==> src/rtl/pwm_quad_pkg.sv <==
package pwm_quad_pkg;

    localparam int REG_W   = 32;
    localparam int ADDR_W  = 10;
    localparam int DIV_MAX = 10;
    localparam int STRIDE_LG = 5;

    localparam logic [ADDR_W-1:0] A_START  = 10'h004;
    localparam logic [ADDR_W-1:0] A_STOP   = 10'h008;
    localparam logic [ADDR_W-1:0] A_RUN    = 10'h00C;
    localparam logic [ADDR_W-1:0] A_FLAGS  = 10'h01C;
    localparam logic [ADDR_W-1:0] A_CHBASE = 10'h200;

    localparam logic [STRIDE_LG-1:0] O_MODE = 5'h00;
    localparam logic [STRIDE_LG-1:0] O_DUTY = 5'h04;
    localparam logic [STRIDE_LG-1:0] O_PRD  = 5'h08;
    localparam logic [STRIDE_LG-1:0] O_HOLD = 5'h10;

    localparam int INV_BIT = 9;
    localparam int TGT_BIT = 10;

    typedef struct packed {
        logic       hold_to_prd;
        logic       invert;
        logic [3:0] div_sel;
    } mode_t;

    typedef enum logic [2:0] {
        F_NONE,
        F_MODE,
        F_DUTY,
        F_PRD,
        F_HOLD
    } ch_field_e;

    function automatic mode_t word_to_mode(logic [REG_W-1:0] w);
        mode_t m;
        m.div_sel     = w[3:0];
        m.invert      = w[INV_BIT];
        m.hold_to_prd = w[TGT_BIT];
        return m;
    endfunction

    function automatic logic [REG_W-1:0] mode_to_word(mode_t m);
        logic [REG_W-1:0] w;
        w          = '0;
        w[3:0]     = m.div_sel;
        w[INV_BIT] = m.invert;
        w[TGT_BIT] = m.hold_to_prd;
        return w;
    endfunction

    function automatic ch_field_e decode_field(logic [STRIDE_LG-1:0] off);
        case (off)
            O_MODE:  return F_MODE;
            O_DUTY:  return F_DUTY;
            O_PRD:   return F_PRD;
            O_HOLD:  return F_HOLD;
            default: return F_NONE;
        endcase
    endfunction

    function automatic logic [3:0] clamp_div(logic [3:0] s);
        return (s > 4'(DIV_MAX)) ? 4'(DIV_MAX) : s;
    endfunction

endpackage

==> src/rtl/pwm_quad_chan.sv <==
module pwm_quad_chan
    import pwm_quad_pkg::*;
#(
    parameter int CNT_W = 16
) (
    input  logic               clk,
    input  logic               rst,
    input  logic               en,
    input  logic               wr_en,
    input  ch_field_e          wr_field,
    input  logic [REG_W-1:0]   wdata,
    output mode_t              mode_o,
    output logic [CNT_W-1:0]   duty_o,
    output logic [CNT_W-1:0]   prd_o,
    output logic [CNT_W-1:0]   cnt_o,
    output logic               wrap_o,
    output logic               pwm_o
);

    mode_t              mode_q;
    logic [CNT_W-1:0]   duty_q;
    logic [CNT_W-1:0]   prd_q;
    logic [CNT_W-1:0]   hold_q;
    logic               pend_q;
    logic [CNT_W-1:0]   cnt_q;
    logic [DIV_MAX-1:0] pre_q;

    logic [DIV_MAX:0]   one_sh;
    logic [DIV_MAX-1:0] pre_lim;
    logic               tick;
    logic               prd_nz;
    logic               at_last;
    logic               wrap;
    logic               active;
    logic               unused_wdata;

    assign unused_wdata = ^wdata;

    always_comb begin
        one_sh  = (DIV_MAX+1)'(1) << clamp_div(mode_q.div_sel);
        pre_lim = one_sh[DIV_MAX-1:0] - DIV_MAX'(1);
        tick    = en && (pre_q >= pre_lim);
        prd_nz  = (prd_q != '0);
        at_last = (cnt_q >= prd_q - CNT_W'(1));
        wrap    = tick && prd_nz && at_last;
        active  = en && prd_nz && (cnt_q >= duty_q) && (cnt_q < prd_q);
    end

    always_ff @(posedge clk) begin
        if (rst) begin
            mode_q <= '0;
            duty_q <= '0;
            prd_q  <= '0;
            hold_q <= '0;
            pend_q <= 1'b0;
            cnt_q  <= '0;
            pre_q  <= '0;
        end else begin
            if (wrap && pend_q) begin
                if (mode_q.hold_to_prd) prd_q  <= hold_q;
                else                    duty_q <= hold_q;
                pend_q <= 1'b0;
            end
            if (wr_en) begin
                case (wr_field)
                    F_MODE: mode_q <= word_to_mode(wdata);
                    F_DUTY: duty_q <= wdata[CNT_W-1:0];
                    F_PRD:  prd_q  <= wdata[CNT_W-1:0];
                    F_HOLD: begin
                        hold_q <= wdata[CNT_W-1:0];
                        pend_q <= 1'b1;
                    end
                    default: ;
                endcase
            end
            if (!en) begin
                pre_q  <= '0;
                cnt_q  <= '0;
                pend_q <= 1'b0;
            end else if (tick) begin
                pre_q <= '0;
                cnt_q <= (wrap || !prd_nz) ? '0 : cnt_q + CNT_W'(1);
            end else begin
                pre_q <= pre_q + DIV_MAX'(1);
            end
        end
    end

    assign mode_o = mode_q;
    assign duty_o = duty_q;
    assign prd_o  = prd_q;
    assign cnt_o  = cnt_q;
    assign wrap_o = wrap;
    assign pwm_o  = active ^ mode_q.invert;

endmodule

==> src/rtl/pwm_quad_ctl.sv <==
module pwm_quad_ctl #(
    parameter int NCH = 4
) (
    input  logic           clk,
    input  logic           rst,
    input  logic           start_wr,
    input  logic           stop_wr,
    input  logic           flags_rd,
    input  logic [NCH-1:0] mask,
    input  logic [NCH-1:0] wrap,
    output logic [NCH-1:0] run_o,
    output logic [NCH-1:0] flag_o
);

    logic [NCH-1:0] run_q;
    logic [NCH-1:0] flag_q;
    logic [NCH-1:0] set_m;
    logic [NCH-1:0] clr_m;

    always_comb begin
        set_m = start_wr ? mask : '0;
        clr_m = stop_wr  ? mask : '0;
    end

    always_ff @(posedge clk) begin
        if (rst) begin
            run_q  <= '0;
            flag_q <= '0;
        end else begin
            run_q  <= (run_q | set_m) & ~clr_m;
            flag_q <= (flags_rd ? '0 : flag_q) | wrap;
        end
    end

    assign run_o  = run_q;
    assign flag_o = flag_q;

endmodule

==> src/rtl/pwm_quad.sv <==
module pwm_quad
    import pwm_quad_pkg::*;
#(
    parameter int NUM_CH = 4,
    parameter int CNT_W  = 16
) (
    input  logic              clk,
    input  logic              rst,
    input  logic              bus_valid,
    input  logic              bus_we,
    input  logic [ADDR_W-1:0] bus_addr,
    input  logic [REG_W-1:0]  bus_wdata,
    output logic [REG_W-1:0]  bus_rdata,
    output logic [NUM_CH-1:0] pwm_out
);

    localparam int CIW = (NUM_CH > 1) ? $clog2(NUM_CH) : 1;
    localparam logic [ADDR_W-1:0] CH_END = A_CHBASE + ADDR_W'(NUM_CH << STRIDE_LG);

    logic                wr_acc;
    logic                rd_acc;
    logic                in_ch;
    logic [ADDR_W-1:0]   rel;
    logic [CIW-1:0]      ch_idx;
    ch_field_e           field;

    mode_t               mode_v [NUM_CH];
    logic [CNT_W-1:0]    duty_v [NUM_CH];
    logic [CNT_W-1:0]    prd_v  [NUM_CH];
    logic [NUM_CH-1:0][CNT_W-1:0] cnt_v;
    logic [NUM_CH-1:0]   wrap_v;
    logic [NUM_CH-1:0]   en_q;
    logic [NUM_CH-1:0]   flag_q;
    logic [NUM_CH-1:0]   inv_v;
    logic [NUM_CH-1:0]   prd_zero;

    logic [REG_W-1:0]    rd_word;
    logic [REG_W-1:0]    rdata_q;

    always_comb begin
        wr_acc = bus_valid && bus_we;
        rd_acc = bus_valid && !bus_we;
        in_ch  = (bus_addr >= A_CHBASE) && (bus_addr < CH_END);
        rel    = bus_addr - A_CHBASE;
        ch_idx = rel[STRIDE_LG +: CIW];
        field  = in_ch ? decode_field(rel[STRIDE_LG-1:0]) : F_NONE;
    end

    pwm_quad_ctl #(.NCH(NUM_CH)) u_ctl (
        .clk      (clk),
        .rst      (rst),
        .start_wr (wr_acc && (bus_addr == A_START)),
        .stop_wr  (wr_acc && (bus_addr == A_STOP)),
        .flags_rd (rd_acc && (bus_addr == A_FLAGS)),
        .mask     (bus_wdata[NUM_CH-1:0]),
        .wrap     (wrap_v),
        .run_o    (en_q),
        .flag_o   (flag_q)
    );

    for (genvar i = 0; i < NUM_CH; i++) begin : g_ch
        pwm_quad_chan #(.CNT_W(CNT_W)) u_chan (
            .clk      (clk),
            .rst      (rst),
            .en       (en_q[i]),
            .wr_en    (wr_acc && in_ch && (ch_idx == CIW'(i))),
            .wr_field (field),
            .wdata    (bus_wdata),
            .mode_o   (mode_v[i]),
            .duty_o   (duty_v[i]),
            .prd_o    (prd_v[i]),
            .cnt_o    (cnt_v[i]),
            .wrap_o   (wrap_v[i]),
            .pwm_o    (pwm_out[i])
        );
        assign inv_v[i]    = mode_v[i].invert;
        assign prd_zero[i] = (prd_v[i] == '0);
    end

    always_comb begin
        rd_word = '0;
        if (in_ch) begin
            case (field)
                F_MODE:  rd_word = mode_to_word(mode_v[ch_idx]);
                F_DUTY:  rd_word = REG_W'(duty_v[ch_idx]);
                F_PRD:   rd_word = REG_W'(prd_v[ch_idx]);
                default: rd_word = '0;
            endcase
        end else if (bus_addr == A_RUN) begin
            rd_word = REG_W'(en_q);
        end else if (bus_addr == A_FLAGS) begin
            rd_word = REG_W'(flag_q);
        end
    end

    always_ff @(posedge clk) begin
        if (rst)         rdata_q <= '0;
        else if (rd_acc) rdata_q <= rd_word;
    end

    assign bus_rdata = rdata_q;

endmodule

==> config.mk <==
export PLATFORM = sky130hd
export DESIGN_NAME = pwm_quad
export DESIGN_NICKNAME = d
export VERILOG_FILES = /design/src/rtl/pwm_quad_pkg.sv /design/src/rtl/pwm_quad_chan.sv /design/src/rtl/pwm_quad_ctl.sv /design/src/rtl/pwm_quad.sv
export SDC_FILE = /design/constraint.sdc
export NUM_CORES = 1
export LEC_CHECK = 0
export ABC_AREA = 1
export BUFFER_PORTS_ARGS = -buffer_cell sky130_fd_sc_hd__buf_2
export CORE_ASPECT_RATIO = 2
export CORE_MARGIN = 3
export CORE_UTILIZATION = 45
export CTS_CLUSTER_SIZE = 28
export DETAILED_ROUTE_END_ITERATION = 8
export PLACE_DENSITY = 0.64
export SLEW_MARGIN = 25
export SYNTH_ARGS = -nofsm -noshare
export SYNTH_HDL_FRONTEND = slang
export SYNTH_SLANG_ARGS = --single-unit
==> constraint.sdc <==
create_clock -name clk -period 6.02 [get_ports clk]
set_input_delay 0.301 -clock clk [delete_from_list [all_inputs] [get_ports clk]]
set_output_delay 0.301 -clock clk [all_outputs]
set_load 0.005 [all_outputs]
Yosys cells after proc, flatten, opt, wreduce, memory -nomap -nowiden
Index checks and enable logic that the tools add are counted.
Widths: inputs -> output; s select.

operators by class
  add/sub/neg operators = 17
  magnitude comparators = 23
  eq/ne operators = 14
  shifts and indexed selects = 4
  mux-type cells = 70
  bitwise gates (word level) = 13
  reductions and logical operators = 70

operators with widths
  operator               count
  $mux 16                40
  $ge 16x16->1           8
  $add 16x1->16 const B  4
  $bmux 16 s2            2
  $lt 16x16->1           4
  $reduce_bool 16->1     4
  $sub 16x1->16 const B  4
  $pmux 16 s3            1
  $add 10x1->10 const B  4
  $ge 10x10->1           4
  $shl 1x4->10 const A   4
  $sub 10x1->10 const B  4
  $logic_and 1x1->1      39
  $mux 4                 9
  $mux 32                1
  $eq 10x4->1 const B    2
  $gt 4x4->1 const B     4
  $reduce_and 2->1       8
  $bmux 6 s2             1
  $mux 1                 12
  $mux 6                 2
  $pmux 3 s4             1
  $reduce_or 3->1        4
  $eq 10x3->1 const B    1
  other kinds (25)       44

storage, ports and cells
  flip-flop bits (word level) = 364
  input port bits = 46
  output and inout bits = 36

Depth between registers and ports, before layout
  depth after elaboration = 12
  mapped depth = 24

Hierarchy
From an unflattened synthesis, not the netlist that was laid out.

second synthesis, totals
  cell total of the unflattened synthesis = 4093
  area total of the unflattened synthesis = 26522.9 um2

by module, submodules not included
  module                              instances  cells an instance  area an instance (um2)
  pwm_quad_chan (g_ch[2].u_chan ...)  2          894                5969.5
  pwm_quad_chan (g_ch[1].u_chan)      1          901                6028.3
  pwm_quad_chan (g_ch[0].u_chan)      1          893                5979.5
  pwm_quad                            1          473                2293.4
  pwm_quad_ctl                        1          38                 282.8

Worst setup path after synthesis
OpenSTA, ideal clock, no wires.

  path type = reg2reg
  start point = reg g_ch[0].u_chan.prd_q[0]
  end point = reg g_ch[0].u_chan.prd_q[11]
  setup time = 0.132 ns
  arrival = 2.978 ns
  required time = 5.888 ns
  path slack = 2.910 ns
  cell stages (with the launch flop) = 18
  clock period less this slack = 3.110 ns
  path through = dfxtp_1 > inv_1 > nand3_1 > nor3_1 > nand4_1 > nor2_1 > nand4_1 > xor2_1 > ha_1 > nand4_1 > nor3_1 > nand3_1 > nand3_1 > buf_2 > buf_1 > nand4_1 > nand3_1 > a21oi_1

on the way
  word-level cells in the longest chain between the ends = 7

ends and longest elaborated chain
  element                                              RTL line                                  text
  from (decl)                                          pwm_quad_chan.sv:22                       logic [CNT_W-1:0] prd_q;
  from (signal assigned)                               pwm_quad_chan.sv:60                       if (mode_q.hold_to_prd) prd_q <= hold_q;
  from (signal assigned)                               pwm_quad_chan.sv:68                       F_PRD: prd_q <= wdata[CNT_W-1:0];
  $sub 16x1->16 or $reduce_bool 16->1 (tied branches)  pwm_quad_chan.sv:44, pwm_quad_chan.sv:43
  $ge 16x16->1 or $logic_and 1x1->1 (tied branches)    pwm_quad_chan.sv:44, pwm_quad_chan.sv:45
  $logic_and 1x1->1 (*)                                pwm_quad_chan.sv:45                       wrap = tick && prd_nz && at_last;
  $logic_and 1x1->1 (*)                                pwm_quad_chan.sv:59                       if (wrap && pend_q) begin
  $mux 16 (*)                                          pwm_quad_chan.sv:59
  $mux 16                                              pwm_quad_chan.sv:65                       case (wr_field)
  $mux 16 (*)                                          pwm_quad_chan.sv:64                       if (wr_en) begin

Mark *: on every way between the ends. The rest lies on a longest branch, timed or not.
A chain may end at the register's enable or synchronous reset.

Final worst setup path
  start point = reg g_ch[3].u_chan.prd_q[0]
  end point = reg g_ch[3].u_chan.cnt_q[14]

on the way
  word-level cells in the longest chain between the ends = 5

ends and longest elaborated chain
  element                                              RTL line                                  text
  from (decl)                                          pwm_quad_chan.sv:22
  from (signal assigned)                               pwm_quad_chan.sv:60
  from (signal assigned)                               pwm_quad_chan.sv:68
  $sub 16x1->16 or $reduce_bool 16->1 (tied branches)  pwm_quad_chan.sv:44, pwm_quad_chan.sv:43
  $ge 16x16->1 or $logic_and 1x1->1 (tied branches)    pwm_quad_chan.sv:44, pwm_quad_chan.sv:45
  $logic_and 1x1->1                                    pwm_quad_chan.sv:45
  $logic_or 1x1->1 (*)                                 pwm_quad_chan.sv:82                       cnt_q <= (wrap || !prd_nz) ? '0 : cnt_q + CNT_W'(1);
  $mux 16 (*)                                          pwm_quad_chan.sv:82
  to (signal assigned)                                 pwm_quad_chan.sv:82
  to (decl)                                            pwm_quad_chan.sv:25                       logic [CNT_W-1:0] cnt_q;

Marks and branches as above.

==> summary.txt <==
Outcome
  • Status: completed

STA
  • Worst Skew: 0.0322 ns
  • Final period utilization: 0.709
  • Final Setup Violations: 0
  • Worst-Margin Slew: 1.05 ns
  • Final max-slew violation count: 0
  • Final hold viol count: 0
  • Relative slew slack: 0.295
  • Minimum clock period: 4.27 ns
  • Setup TNS: 0 ns
  • Max Clk Rate: 234 MHz
  • Unrepaired setup endpoints after global routing: no

Die
  • DIE WIDTH: 170 um
  • Starting density of the core: 0.456
  • Placeable core area: 52900 um^2
  • Chip height: 333 um
  • Num rows: 119
  • Die Footprint: 56600 um^2
  • I/O pins: 82

CTS
  • CTS root buf: clkbuf_16
  • Reg clk slew, reported paths: 0.07 ns
  • Post-CTS Repair Setup Buffers: 0
  • CTS tree: done
  • Num CTS Buffers: 36
  • Clock buffer depth: 3
  • CTS Sinks: 348
  • CTS HTree Levels: 2
  • Insertion delay to the later sink of the worst-skew pair: 0.58 ns

Power and ir drop
  • Leakage Power: 0.0114 uW
  • Pwr dens: 187 nW/um^2
  • Total power: 4840 uW
  • VDD IR max: 0.218 mV

Setup path
  • R2R setup slack: 1.75 ns
  • Worst Path Arrival: 4.72 ns
  • CP Class: flop to flop
  • CP Data Required Time: 6.47 ns
  • Crit-path max FO: 17
  • Critical path capture point type: flop
  • Crit path launch type: flop
  • R2R depth: 21

GRT
  • Largest net degree at the start of global routing: 63
  • Initial antenna violation count: 4
  • Vias in the first global route: 23124
  • Total global-route track usage: 0.318
  • Grt ovf: 0
  • First-pass GRT wire length: 138 mm

Detailed routing
  • Via count: 24493
  • Detail Route Antenna Nets: 0
  • Drt drc: 0
  • Number of vias per cell: 5.82
  • DR WL/cell: 21.7 um
  • Detailed Route Iter0 Violations: 2213
  • Drt pass-1 iters: 8
  • Post-Route WL: 91.1 mm

Place
  • Placed cells: 4133
  • Dpl hpwl: 67.6 mm
  • Routability cong.: 1.03
  • I/O Buffers: 49

Synth
  • Post-synth top area share: 0.289
  • Count leader, synth: nand2_1
  • Ys async rst share: 0
  • Ys Warns: 0
  • Sequential area share after synthesis: 0.289
  • Syn Inst Count: 3548
  • Main flop type after synthesis: dfxtp_1
  • Synth Register Bits: 348
  • Synth area leaders: dfxtp_1 (29%), ha_1 (13%), nand2_1 (11%), a21oi_1 (7.5%), inv_1 (6.3%)
  • Cell area after synthesis: 24100 um^2
  • Commonest cells post-synth: nand2_1 (675), inv_1 (405), a21oi_1 (362)
  • EDFF count, synth: 0
  • Cell variety after synth: 53
  • Average size of a mapped cell: 6.80 um^2
  • Biggest area consumer among synthesized cells: dfxtp_1

Finish
  • Non-Filler Instances: 4205
  • Layout area overhead: 7.46%
  • Proportion of layout cells with a drive suffix above 1: 0.0606
  • Nets: 3803

Hold path
  • Min-Delay Path Depth: 3
  • HP Class: primary input to flop

Flow run
  • # Max-Cap Violations: 0
flip-flops by register name (all words and copies together), names as in the netlist:
signal	count
u_ctl.flag_o	4
g_ch.u_chan.pend_q	4
g_ch.u_chan.cnt_o	64
g_ch.u_chan.hold_q	64
bus_rdata	16
g_ch.u_chan.mode_o	24
g_ch.u_chan.duty_o	64
g_ch.u_chan.prd_o	64
g_ch.u_chan.pre_q	40
u_ctl.run_o	4
timing repair:
| item | CTS | global route |
|---|---|---|
| setup endpoints to repair | 0 | 0 |
| resized for setup | 0 | 0 |
| hold buffers | 3 | 0 |
| endpoints found under the hold margin | 3 | 0 |
area by class of cell:
cell class	count	area [um^2]
Fill cell	5418	26900
Multi-Input combinational cell	2609	14800
Sequential cell	348	6970
Inverter	433	1630
Clock buffer	51	1070
Tap cell	665	832
Timing Repair Buffer	81	495
Clock inverter	12	129
Antenna cell	6	15.0
where the power goes:
part	total, uW	internal [uW]	switching, uW
combinational	165	26.1	138
sequential	2300	2300	0.501
clock	2370	1330	1040
total	4840	3660	1180
path summary, 6_finish.rpt:
path | start | end
worst max-delay path | g_ch[3].u_chan.prd_o[0] | g_ch[3].u_chan.cnt_o[14]
worst min-delay path | bus_wdata[13] | g_ch[2].u_chan.duty_o[13]
worst max register to register | g_ch[3].u_chan.prd_o[0] | g_ch[3].u_chan.cnt_o[14]
worst min register to register | g_ch[2].u_chan.pre_q[0] | g_ch[2].u_chan.pre_q[0]
per-stage QoR:
stage / utilization / worst slack [ns] / instance area, um^2 / hold slack, ns
after floorplan: - / 2.91 / 24200 / 0.430
after global placement: 0.467 / 1.79 / 24700 / 0.442
after detailed placement: 0.467 / 1.78 / 24700 / 0.454
after CTS: 0.490 / 1.78 / 25900 / 0.0765
after global routing: 0.490 / 1.35 / 25900 / 0.0989
final: 0.491 / 1.75 / 25900 / 0.103
layer usage:
layer / global-route usage / wire (um)
met5: 0 / 0
met4: 0.280 / 9970
met3: 0.0515 / 5960
met2: 0.517 / 42000
met1: 0.356 / 33100
placed cells by master, fill, tap and decap left out, types with 7 or more instances in the layout:
| master | count |
|---|---|
| buf_4 | 30 |
| buf_2 | 48 |
| conb_1 | 16 |
| nand4_1 | 124 |
| nor2_1 | 274 |
| xor2_1 | 79 |
| xnor2_1 | 15 |
| inv_1 | 404 |
| nor3b_1 | 20 |
| clkbuf_16 | 38 |
| clkinv_2 | 7 |
| ha_1 | 248 |
| o211ai_1 | 13 |
| or2_2 | 8 |
| dfxtp_1 | 348 |
| inv_2 | 22 |
| nand2_1 | 675 |
| o22ai_1 | 65 |
| a21oi_1 | 362 |
| a211oi_1 | 8 |
| a31oi_1 | 11 |
| nor2_4 | 9 |
| nor2_2 | 15 |
| nand3_1 | 288 |
| nor3_1 | 62 |
| o221ai_1 | 10 |
| clkbuf_8 | 7 |
| o21bai_1 | 7 |
| nor4_1 | 7 |
| o21ai_0 | 240 |
cells by family after synthesis:
| kind of cell | after synthesis | share of synthesized area |
|---|---|---|
| adders and majority gates | 248 | 0.129 |
| xor gates and xnor gates | 94 | 0.0341 |
| AOI/OAI and AO/OA | 744 | 0.166 |
| other | 1 | 0.000155 |
| and+or+nand+nor | 1507 | 0.281 |
| buffers and inverters | 606 | 0.102 |
| DFF | 348 | 0.289 |
critical path: stages (launching register included):
cell and delay [ns]:
dfxtp_1 0.31, inv_1 0.18, ha_1 0.23, nand3_1 0.15, nor2_1 0.30, nand2_1 0.14
nor3_1 0.33, nand2_1 0.12, xor2_1 0.16, ha_1 0.30, nand4_1 0.14, nor2_1 0.14
nand2_1 0.06, nor2_1 0.09, nor2_1 0.08, nor2_4 0.36, buf_4 0.33, nor2_2 0.11
o21ai_2 0.40, inv_2 0.10, nand2_1 0.08, nor2_1 0.03
(Power assumes the default switching activity.)
